--- config.mk ---
export PLATFORM = sky130hd
export DESIGN_NAME = clkgen_stop_ctrl
export DESIGN_NICKNAME = d
export VERILOG_FILES = /design/src/rtl/clkstop_pkg.sv /design/src/rtl/clkstop_ctrl.sv /design/src/rtl/clkstop_dp.sv /design/src/rtl/clkgen_stop_ctrl.sv
export SDC_FILE = /design/constraint.sdc
export NUM_CORES = 1
export LEC_CHECK = 0
export BUFFER_PORTS_ARGS = -buffer_cell sky130_fd_sc_hd__buf_2
export CAP_MARGIN = 20
export CORE_MARGIN = 8
export CORE_UTILIZATION = 40
export DETAILED_ROUTE_END_ITERATION = 7
export HOLD_SLACK_MARGIN = 0.1
export PLACE_DENSITY = 0.65
export SLEW_MARGIN = 20
export SYNTH_ARGS = -nofsm -noshare
export SYNTH_HDL_FRONTEND = slang
export SYNTH_HIERARCHICAL = 1
export SYNTH_SLANG_ARGS = --single-unit
--- constraint.sdc ---
create_clock -name clk -period 2.21 [get_ports clk]
set_clock_uncertainty 0.1 [all_clocks]
set_input_delay 0.221 -clock clk [delete_from_list [all_inputs] [get_ports clk]]
set_output_delay 0.221 -clock clk [all_outputs]
set_load 0.1 [all_outputs]
--- src/rtl/clkstop_pkg.sv ---
package clkstop_pkg;

  typedef enum logic [1:0] {
    MODE_RUN  = 2'd0,
    MODE_WAIT = 2'd1,
    MODE_STOP = 2'd2,
    MODE_STAB = 2'd3
  } modeT;

  typedef struct packed {
    modeT mode;
    logic enterStop;
    logic swOk;
  } ctrlStrobeT;

endpackage

--- src/rtl/clkstop_ctrl.sv ---
module clkstop_ctrl
  import clkstop_pkg::*;
#(
  parameter int STAB_CYCLES = 16
) (
  input  logic       clk,
  input  logic       rst,
  input  logic       stopReq,
  input  logic       waitReq,
  input  logic       wakeEvt,
  input  logic       keepOsc,
  output ctrlStrobeT strobe
);

  localparam int CNT_W = (STAB_CYCLES > 2) ? $clog2(STAB_CYCLES) : 1;
  localparam logic [CNT_W-1:0] CNT_LAST = CNT_W'(STAB_CYCLES - 1);

  modeT modeQ, modeD;
  logic [CNT_W-1:0] cntQ, cntD;
  logic enterStop;

  always_comb begin
    modeD     = modeQ;
    cntD      = cntQ;
    enterStop = 1'b0;
    unique case (modeQ)
      MODE_RUN: begin
        if (stopReq) begin
          modeD     = MODE_STOP;
          enterStop = 1'b1;
        end else if (waitReq) begin
          modeD = MODE_WAIT;
        end
      end
      MODE_WAIT: begin
        if (wakeEvt) modeD = MODE_RUN;
      end
      MODE_STOP: begin
        if (wakeEvt) begin
          if (keepOsc) begin
            modeD = MODE_RUN;
          end else begin
            modeD = MODE_STAB;
            cntD  = '0;
          end
        end
      end
      MODE_STAB: begin
        if (cntQ == CNT_LAST) modeD = MODE_RUN;
        else cntD = cntQ + 1'b1;
      end
      default: modeD = MODE_RUN;
    endcase
  end

  always_ff @(posedge clk) begin
    if (rst) begin
      modeQ <= MODE_RUN;
      cntQ  <= '0;
    end else begin
      modeQ <= modeD;
      cntQ  <= cntD;
    end
  end

  always_comb begin
    strobe.mode      = modeQ;
    strobe.enterStop = enterStop;
    strobe.swOk      = (modeQ == MODE_RUN) || (modeQ == MODE_WAIT);
  end

endmodule

--- src/rtl/clkstop_dp.sv ---
module clkstop_dp
  import clkstop_pkg::*;
(
  input  logic       clk,
  input  logic       rst,
  input  ctrlStrobeT strobe,
  input  logic       cfgWrEn,
  input  logic       cfgWrData,
  input  logic       selWrEn,
  input  logic       selWrData,
  input  logic       pllWrEn,
  input  logic       pllWrData,
  output logic       oscEn,
  output logic       pllEn,
  output logic       xclkGateEn,
  output logic       sysClkGateEn,
  output logic       intGateEn,
  output logic       srcSelPll,
  output logic       keepOsc
);

  logic keepQ, selQ, pllQ;
  logic clocksUp, inStop;

  always_ff @(posedge clk) begin
    if (rst) begin
      keepQ <= 1'b0;
      selQ  <= 1'b0;
      pllQ  <= 1'b1;
    end else if (strobe.enterStop) begin
      selQ <= 1'b0;
      pllQ <= 1'b0;
    end else if (strobe.swOk) begin
      if (cfgWrEn) keepQ <= cfgWrData;
      if (pllWrEn) pllQ <= pllWrData;
      if (selWrEn && (!selWrData || pllQ)) selQ <= selWrData;
    end
  end

  always_comb begin
    clocksUp     = (strobe.mode == MODE_RUN) || (strobe.mode == MODE_WAIT);
    inStop       = (strobe.mode == MODE_STOP);
    oscEn        = !(inStop && !keepQ);
    pllEn        = pllQ;
    xclkGateEn   = clocksUp || (inStop && keepQ);
    sysClkGateEn = clocksUp;
    intGateEn    = clocksUp;
    srcSelPll    = selQ;
    keepOsc      = keepQ;
  end

endmodule

--- src/rtl/clkgen_stop_ctrl.sv ---
module clkgen_stop_ctrl
  import clkstop_pkg::*;
#(
  parameter int STAB_CYCLES = 16
) (
  input  logic       clk,
  input  logic       rst,
  input  logic       cfgWrEn,
  input  logic       cfgWrData,
  input  logic       selWrEn,
  input  logic       selWrData,
  input  logic       pllWrEn,
  input  logic       pllWrData,
  input  logic       stopReq,
  input  logic       waitReq,
  input  logic       wakeEvt,
  output logic [1:0] mode,
  output logic       oscEn,
  output logic       pllEn,
  output logic       xclkGateEn,
  output logic       sysClkGateEn,
  output logic       intGateEn,
  output logic       srcSelPll,
  output logic       keepOsc
);

  ctrlStrobeT strobe;

  clkstop_ctrl #(.STAB_CYCLES(STAB_CYCLES)) u_ctrl (
    .clk     (clk),
    .rst     (rst),
    .stopReq (stopReq),
    .waitReq (waitReq),
    .wakeEvt (wakeEvt),
    .keepOsc (keepOsc),
    .strobe  (strobe)
  );

  clkstop_dp u_dp (
    .clk          (clk),
    .rst          (rst),
    .strobe       (strobe),
    .cfgWrEn      (cfgWrEn),
    .cfgWrData    (cfgWrData),
    .selWrEn      (selWrEn),
    .selWrData    (selWrData),
    .pllWrEn      (pllWrEn),
    .pllWrData    (pllWrData),
    .oscEn        (oscEn),
    .pllEn        (pllEn),
    .xclkGateEn   (xclkGateEn),
    .sysClkGateEn (sysClkGateEn),
    .intGateEn    (intGateEn),
    .srcSelPll    (srcSelPll),
    .keepOsc      (keepOsc)
  );

  assign mode = strobe.mode;

endmodule

=== Word-level counts from Yosys, hierarchy flattened ===
Index checks and enable logic that the tools add are counted.

* Register bits after elaboration: 9
* Output and inout port bits: 9
* Bits of input ports: 11
* Logic and storage cells: 52

* Add/sub/neg operators: 1
* Muxes and demuxes: 16
* Bitwise logic cells: 1
* Eq/ne operators: 10
* Reductions and logical operators: 19

{| class="wikitable"
|+ Operator list
! kind !! count
|-
| 2-to-1 mux 2 bit || 6
|-
| 2-to-1 mux 4 bit || 3
|-
| != test 2 bit (second input constant) || 4
|-
| one-hot mux 2 bit (4 select lines) || 1
|-
| one-hot mux 4 bit (2 select lines) || 1
|-
| AND reduction 4 bit || 2
|-
| nonzero test 2 bit || 3
|-
| 2-to-1 mux 1 bit || 5
|-
| adder 4 x 1 -> 4 bit (second input constant) || 1
|-
| equality test 2 bit (second input constant) || 2
|-
| equality test 4 bit (second input constant) || 1
|-
| AND reduction 2 bit || 2
|-
| logical AND 1 bit || 3
|-
| zero test 1 bit || 3
|-
| logical OR 1 bit || 3
|-
| != test 3 bit (second input constant) || 1
|-
| AND reduction 3 bit || 1
|-
| equality test 2 x 1 -> 1 bit (second input constant) || 1
|-
| zero test 2 bit || 1
|-
| != test 2 x 1 -> 1 bit (second input constant) || 1
|-
| OR reduction 2 bit || 1
|-
| NOT 1 bit || 1
|}

=== Longest topological paths before layout ===
Gate-level depths: netlist of the first run.

* Word-level depth: 4
* Gate-level depth with buffers: 7
* Gate-level depth less buffers: 5

=== Modules after synthesis ===
The synthesis of the first run kept the hierarchy.

{| class="wikitable"
|+ By module, submodules not included
! module !! times used !! area an instance (µm²) !! cells each !! sequential area each (µm²)
|-
| clkstop_ctrl || 1 || 360.3 || 42 || 120.1
|-
| clkstop_dp || 1 || 165.2 || 19 || 60.1
|}

=== Worst setup path after synthesis of the first run ===
Ideal clock, no wire load.

* Path kind: register to output
* Start: register u_dp.keepQ, in the netlist u_dp/keepOsc
* End: output port xclkGateEn
* Data arrival time: 3211 ps
* Buffers on the path: 0
* Cell stages (with the launch flop): 3
* Setup slack: -1322 ps
* Required time: 1889 ps
* Cell sequence: dfxtp_1 inv_1 o21ai_0

* Cells in the longest elaborated chain, start to end: 2

{| class="wikitable"
|+ Ends and longest elaborated chain
! element !! RTL line !! text
|-
| start, declared || clkstop_dp.sv:22 || <nowiki>logic keepQ, selQ, pllQ;</nowiki>
|-
| start signal, assigned || clkstop_dp.sv:34 || <nowiki>if (cfgWrEn) keepQ <= cfgWrData;</nowiki>
|-
| logical AND 1 bit || clkstop_dp.sv:45 || <nowiki>xclkGateEn = clocksUp || (inStop && keepQ);</nowiki>
|-
| logical OR 1 bit || clkstop_dp.sv:45 ||
|-
| end, declared || clkgen_stop_ctrl.sv:20 || <nowiki>output logic xclkGateEn,</nowiki>
|}

No other way between the ends.

=== Worst setup path after layout of the first run ===
* Start: register u_ctrl.modeQ[0]
* End: output port oscEn

* Cells in the longest elaborated chain, start to end: 3

{| class="wikitable"
|+ Ends and longest elaborated chain
! element !! RTL line !! text
|-
| start, declared || clkstop_ctrl.sv:18 || <nowiki>modeT modeQ, modeD;</nowiki>
|-
| start signal, assigned || clkstop_ctrl.sv:61 || <nowiki>modeQ <= modeD;</nowiki>
|-
| equality test 2 bit || clkstop_dp.sv:42 || <nowiki>inStop = (strobe.mode == MODE_STOP);</nowiki>
|-
| logical AND 1 bit || clkstop_dp.sv:43 || <nowiki>oscEn = !(inStop && !keepQ);</nowiki>
|-
| zero test 1 bit || clkstop_dp.sv:43 ||
|-
| end, declared || clkgen_stop_ctrl.sv:18 || <nowiki>output logic oscEn,</nowiki>
|}

No other way between the ends.

==> results of run 1 <==
## how the worst max path moves through the flow
stage	end	from	cells after the start
3_5_place_dp	u_dp/pllEn	u_ctrl/modeQ[1]	5
3_3_place_gp	u_dp/pllEn	u_ctrl/modeQ[1]	5
4_1_cts	oscEn	u_ctrl/modeQ[0]	2
2_1_floorplan	xclkGateEn	u_dp/keepOsc	2
6_report	oscEn	u_ctrl/modeQ[0]	2
5_1_grt	oscEn	u_ctrl/modeQ[0]	2
## critical path, stage by stage (launching register included)
cell and delay, ns:
sky130_fd_sc_hd__dfxtp_1 0.61, sky130_fd_sc_hd__or3_4 0.20, sky130_fd_sc_hd__buf_2 0.41
## cell type report
class | count | area [sq um] | area share (%)
clock buffer | 4 | 26.28 | 3.911
tap | 15 | 18.77 | 2.793
timing repair buffer | 20 | 105.1 | 15.64
inverter | 6 | 26.28 | 3.911
multi-input combinational | 43 | 311.5 | 46.37
sequential | 9 | 183.9 | 27.37
## what timing repair did
item | in CTS | in global routing
endpoints found under the hold margin | 1 | 0
hold buffers | 1 | 0
endpoints found under the setup margin | 0 | 0
## cells in the mapped netlist
cell	n	area share, %
sky130_fd_sc_hd__ha_1	1	2.4
sky130_fd_sc_hd__and3_1	1	1.2
sky130_fd_sc_hd__o21ai_0	4	3.8
sky130_fd_sc_hd__or3_1	5	6.0
sky130_fd_sc_hd__and4b_1	1	1.9
sky130_fd_sc_hd__buf_4	2	2.9
sky130_fd_sc_hd__a21oi_1	2	1.9
sky130_fd_sc_hd__a2bb2oi_1	1	1.7
sky130_fd_sc_hd__nand4bb_1	1	2.1
sky130_fd_sc_hd__dfxtp_1	9	34
sky130_fd_sc_hd__buf_2	1	0.95
sky130_fd_sc_hd__o211ai_1	3	4.3
sky130_fd_sc_hd__a31oi_1	3	3.6
sky130_fd_sc_hd__nand4b_1	1	1.7
sky130_fd_sc_hd__a311o_1	1	1.9
sky130_fd_sc_hd__nor2b_1	1	1.2
sky130_fd_sc_hd__nand3_1	2	1.9
sky130_fd_sc_hd__inv_1	6	4.3
sky130_fd_sc_hd__nand2_4	1	2.1
sky130_fd_sc_hd__nand3b_1	1	1.4
sky130_fd_sc_hd__a221oi_1	2	3.3
sky130_fd_sc_hd__o21a_1	1	1.4
sky130_fd_sc_hd__nand2b_1	2	2.4
sky130_fd_sc_hd__nor4_1	1	1.2
sky130_fd_sc_hd__and3b_1	1	1.7
sky130_fd_sc_hd__mux2i_1	2	3.8
sky130_fd_sc_hd__nand2_1	3	2.1
sky130_fd_sc_hd__a211oi_1	1	1.4
sky130_fd_sc_hd__nand4_1	1	1.2
## flip-flops by register name, summed over array words and instances, names as in the netlist
| register | flops |
|---|---|
| u_dp/srcSelPll | 1 |
| u_ctrl/cntQ | 4 |
| u_ctrl/modeQ | 2 |
| u_dp/pllEn | 1 |
| u_dp/keepOsc | 1 |
## stage by stage
step / setup slack, ns / std cells
after floorplan: -0.1040 / 61
after global placement: 0.6713 / 92
after detailed placement: 0.6585 / 92
after CTS: 0.3823 / 97
after global routing: 0.3261 / 97
final: 0.3864 / 97
## cell usage in the layout (no fill, tap or decap), drive strengths merged, types with 2 or more instances in the layout
master,n
a21oi,2
a221oi,2
a31oi,3
buf,19
clkbuf,4
dfxtp,9
inv,5
mux2i,2
nand2,4
nand2b,2
nand3,2
o211ai,3
o21ai,4
or3,5
## logic make-up after synthesis
family	count (synthesis)	share of synthesized area [%]
muxes	2	3.810
AOI/OAI and AO/OA	18	23.34
DFF	9	34.29
adders and majority gates	1	2.381
buffers and inverters	9	8.093
and+or+nand+nor	22	28.10
## metal layers
metal	track usage [%]	up-vias	share of wire, %
li1	-	271	-
met1	11.65	255	44
met2	13.20	29	44
met3	5.682	0	12
met4	1.293	0	0
met5	0	-	0
## power breakdown
part / switching [uW] / internal, uW / total, uW
clock: 59.6 / 69.6 / 129
sequential: 30.4 / 177 / 208
combinational: 229 / 59.8 / 289
total: 319 / 307 / 626
==> summary.txt, run 1 <==
Timing
  – Setup violations, final: 0
  – Ratio of final minimum period to clock period: 82.51%
  – Worst-Margin Slew: 0.4894 ns
  – Minimum clock period after layout: 1.824 ns
  – Final hold vios: 0
  – Peak clock frequency supported by timing: 548.4 MHz
  – Headroom to the max-slew limit: 67.60%
  – Count of pins over their slew limit: 0
  – Hold Worst Slack: 0.1442 ns
  – Unrepaired setup endpoints after global routing: false
  – Final TNS setup: 0 ns

Die
  – Number of placed I/O pins: 20
  – Die outline area: 0.002730 sq mm
  – Starting density of the core: 41.42%
  – Std cell rows: 13
  – X dimension of the die: 52.25 um
  – Area of the core region: 0.001269 sq mm
  – Die outline height: 52.25 um

Layout
  – Share of final-layout standard cells stronger than drive strength 1: 32.93%
  – Number of filler cells placed in the layout: 134
  – Core occupancy in the finished layout: 52.96%
  – Number of nets in the final layout: 95
  – Diode count: 0
  – Synthesis-to-finish area growth: 27.86%
  – Final cell area excluding filler cells: 671.9 sq um

Placement
  – HPWL after DPL: 970.5 um
  – Final RePlAce weighted congestion: 0.8354
  – Instance area at placement: 635.6 sq um
  – Port buffer count: 19

Synthesis
  – Post-synthesis net count: 73
  – Number of distinct standard cells referenced by the synthesized netlist: 29
  – Sequential share of the synthesized area: 34.29%
  – Cell Area, Synth: 525.5 sq um
  – Post-synthesis register bit count: 9
  – Number of cells produced by synthesis: 61
  – Mean area per synthesized cell: 8.615 sq um
  – Warnings from Yosys: 6

Hold path
  – Hold path cells: 2
  – Classification of the worst-slack hold path: input port to flip-flop
  – Hold worst-path end: u_ctrl/cntQ[3]
  – Hold Crit Start: rst

Clock network
  – Clock root buffer: sky130_fd_sc_hd__clkbuf_4
  – Number of clock sinks: 9
  – Largest buffer count on any clock path: 2
  – Setup Buffers After CTS: 0
  – Clock tree from TritonCTS: yes
  – Number of levels in the clock H-tree: 1
  – PostCTS Resize Cnt: 0
  – Clock input transition at the sequential cells of the worst setup and hold paths: 0.06 ns
  – Clock latency on the worst-skew pair: 0.27 ns
  – CTS Buf Count: 3

Critical path
  – Critical path required time: 1.89 ns
  – Crit path max fanout: 12
  – Worst reg2reg path startpoint: u_ctrl/modeQ[1]
  – R2R setup slack: 0.62 ns
  – Kind of start point of the critical path: flip-flop
  – R2R cell count: 5
  – Element type at the critical path end: primary output
  – Worst path arrival time: 1.50 ns
  – R2r endpoint: u_dp/pllEn
  – Class of the most critical setup path: flip-flop to primary output

Run status
  – Run status: completed

Power
  – Final Total Pwr: 625.7 uW
  – Leakage Power: 0.0002924 uW
  – Areal power density over the cells: 931.3 mW/mm^2
  – Peak supply drop: 0.0004730 V

Routing
  – Avg WL per Cell: 13.48 um
  – DRT iter0 DRCs: 16
  – Post-Route WL: 1308 um
  – Post-route antenna net violation count: 0
  – Pre-antenna DRT Iters: 4
  – Drt drc: 0
  – Mean number of vias per cell: 5.722
  – Number of vias after detailed routing: 555

Flow run
  – Max_cap viols: 0

Global routing
  – Largest net degree at the start of global routing: 13
  – Wire length of the first global-routing pass: 1966 um
  – Total gr overflow: 0
  – Vias in the first global route: 471
  – Total routing usage reported by global routing: 9.200%
  – Initial antenna violation count: 0
(Power assumes the default switching activity.)
==> run 2, diff against run 1 <==
==> constraint.sdc (replaced) <==
create_clock -name clk -period 1.91 [get_ports clk]
set_clock_uncertainty 0.1 [all_clocks]
set_input_delay 0.191 -clock clk [delete_from_list [all_inputs] [get_ports clk]]
set_output_delay 0.191 -clock clk [all_outputs]
set_load 0.1 [all_outputs]
==> summary.txt, run 2 (synthesis results as in run 1) <==
Layout
  – Register with the most flip-flops: u_ctrl/cntQ
  – Number of nets in the final layout: 95
  – Final cell area excluding filler cells: 681.9 sq um
  – Top library cells by usage in the layout, fill and taps aside: sky130_fd_sc_hd__buf_2, sky130_fd_sc_hd__dfxtp_1, sky130_fd_sc_hd__inv_1
  – Finished Layout Cells: 97
  – Share of final-layout standard cells stronger than drive strength 1: 35.37%
  – Number of filler cells placed in the layout: 130
  – Largest registers: u_ctrl/cntQ (4), u_ctrl/modeQ (2)
  – Most common cell after layout, fill and taps aside: sky130_fd_sc_hd__buf_2
  – Diode count: 0
  – Synthesis-to-finish area growth: 29.76%
  – Number of flip-flops in the largest register: 4

Clock network
  – PostCTS Resize Cnt: 0
  – CTS Buf Count: 3
  – Largest buffer count on any clock path: 2
  – Clock root buffer: sky130_fd_sc_hd__clkbuf_4
  – Number of levels in the clock H-tree: 1
  – Number of clock sinks: 9
  – Clock input transition at the sequential cells of the worst setup and hold paths: 0.06 ns
  – Clock latency on the worst-skew pair: 0.26 ns
  – Clock tree from TritonCTS: yes

Routing
  – Post-Route WL: 1340 um
  – Number of vias after detailed routing: 544
  – Post-route antenna net violation count: 0
  – Drt drc: 0
  – Mean number of vias per cell: 5.608
  – Avg WL per Cell: 13.81 um
  – Pre-antenna DRT Iters: 4
  – DRT iter0 DRCs: 8

Flow run
  – Max_cap viols: 0

Die
  – Die outline height: 52.25 um
  – Number of placed I/O pins: 20
  – Starting density of the core: 41.42%
  – Area of the core region: 0.001269 sq mm
  – Std cell rows: 13
  – Die outline area: 0.002730 sq mm
  – X dimension of the die: 52.25 um

Timing
  – Unrepaired setup endpoints after global routing: false
  – Worst-Margin Slew: 0.4901 ns
  – Final TNS setup: 0 ns
  – Minimum clock period after layout: 1.724 ns
  – Count of pins over their slew limit: 0
  – Headroom to the max-slew limit: 67.55%
  – Final hold vios: 0
  – Peak clock frequency supported by timing: 580.1 MHz
  – Setup violations, final: 0
  – Hold Worst Slack: 0.1245 ns
  – Ratio of final minimum period to clock period: 90.25%

Global routing
  – Total routing usage reported by global routing: 10.63%
  – Gr busiest metal: met2
  – Fraction of met2 tracks used by global routing: 14.20%
  – Met1 global-route usage: 13.13%
  – Total gr overflow: 0
  – Vias in the first global route: 501
  – Initial antenna violation count: 0
  – Met3 Use GR: 5.398%
  – Largest net degree at the start of global routing: 13
  – Wire length of the first global-routing pass: 2187 um

Critical path
  – Crit path max fanout: 11
  – Worst path arrival time: 1.43 ns
  – Element type at the critical path end: primary output
  – Kind of start point of the critical path: flip-flop
  – Critical path required time: 1.62 ns
  – Class of the most critical setup path: flip-flop to primary output
  – R2R setup slack: 0.31 ns

Placement
  – Port buffer count: 19
  – Final RePlAce weighted congestion: 0.7505
  – Post-placement cell count: 92
  – HPWL after DPL: 1014 um
  – Instance area at placement: 644.4 sq um

Power
  – Areal power density over the cells: 1070 mW/mm^2
  – Leakage Power: 0.0002974 uW
  – Peak supply drop: 0.0005109 V
  – Final Total Pwr: 729.6 uW

Run status
  – Run status: completed

Hold path
  – Classification of the worst-slack hold path: input port to flip-flop
==> run 2: report_power, final <==
| group | internal (uW) | total (uW) | switching [uW] |
|---|---|---|---|
| Clock | 77.3 | 149 | 71.7 |
| Sequential | 206 | 245 | 38.6 |
| Combinational | 70.7 | 336 | 265 |
==> run 2: per-stage QoR <==
step | util (%) | setup slack (ns)
2_1_floorplan | - | -0.1761
3_3_place_gp | 50.79 | 0.3995
3_5_place_dp | 50.79 | 0.3349
4_1_cts | 53.75 | 0.1706
5_1_grt | 53.75 | 0.1206
6_report | 53.75 | 0.1862
==> run 2: final cells by class <==
cell class                      instances  area, sq um  area share, %
Clock buffer                            3        22.52          3.303
Multi-Input combinational cell         43        319.1          46.79
Inverter                                6        26.28          3.853
Timing Repair Buffer                   20        105.1          15.41
Tap cell                               15        18.77          2.752
Sequential cell                         9        185.2          27.16
Clock inverter                          1        5.005         0.7339
==> run 2: critical path, cell delays in order (launching register included) <==
cell	delay (ns)
sky130_fd_sc_hd__dfxtp_4	0.45
sky130_fd_sc_hd__clkinvlp_4	0.11
sky130_fd_sc_hd__or3_4	0.32
sky130_fd_sc_hd__buf_2	0.30
==> run 2: final timing paths <==
check	end	startpoint	cells after the start
max	oscEn	u_ctrl/modeQ[1]	3
max reg2reg	u_dp/pllEn	u_ctrl/modeQ[1]	5
min	u_ctrl/cntQ[0]	rst	2
min reg2reg	u_ctrl/cntQ[1]	u_ctrl/cntQ[1]	2
==> run 2: repair_timing <==
action | CTS | global route
endpoints found under the hold margin | 1 | 0
hold buffers | 1 | 0
setup buffers | 0 | 0
setup endpoints to repair | 0 | 0
==> run 2: metal layers <==
layer	wire, um	share of wire [%]	vias to the layer above
li1	-	-	275
met1	613	46	248
met2	584	44	19
met3	130	9.7	2
met4	10	0.75	0
met5	0	0	-
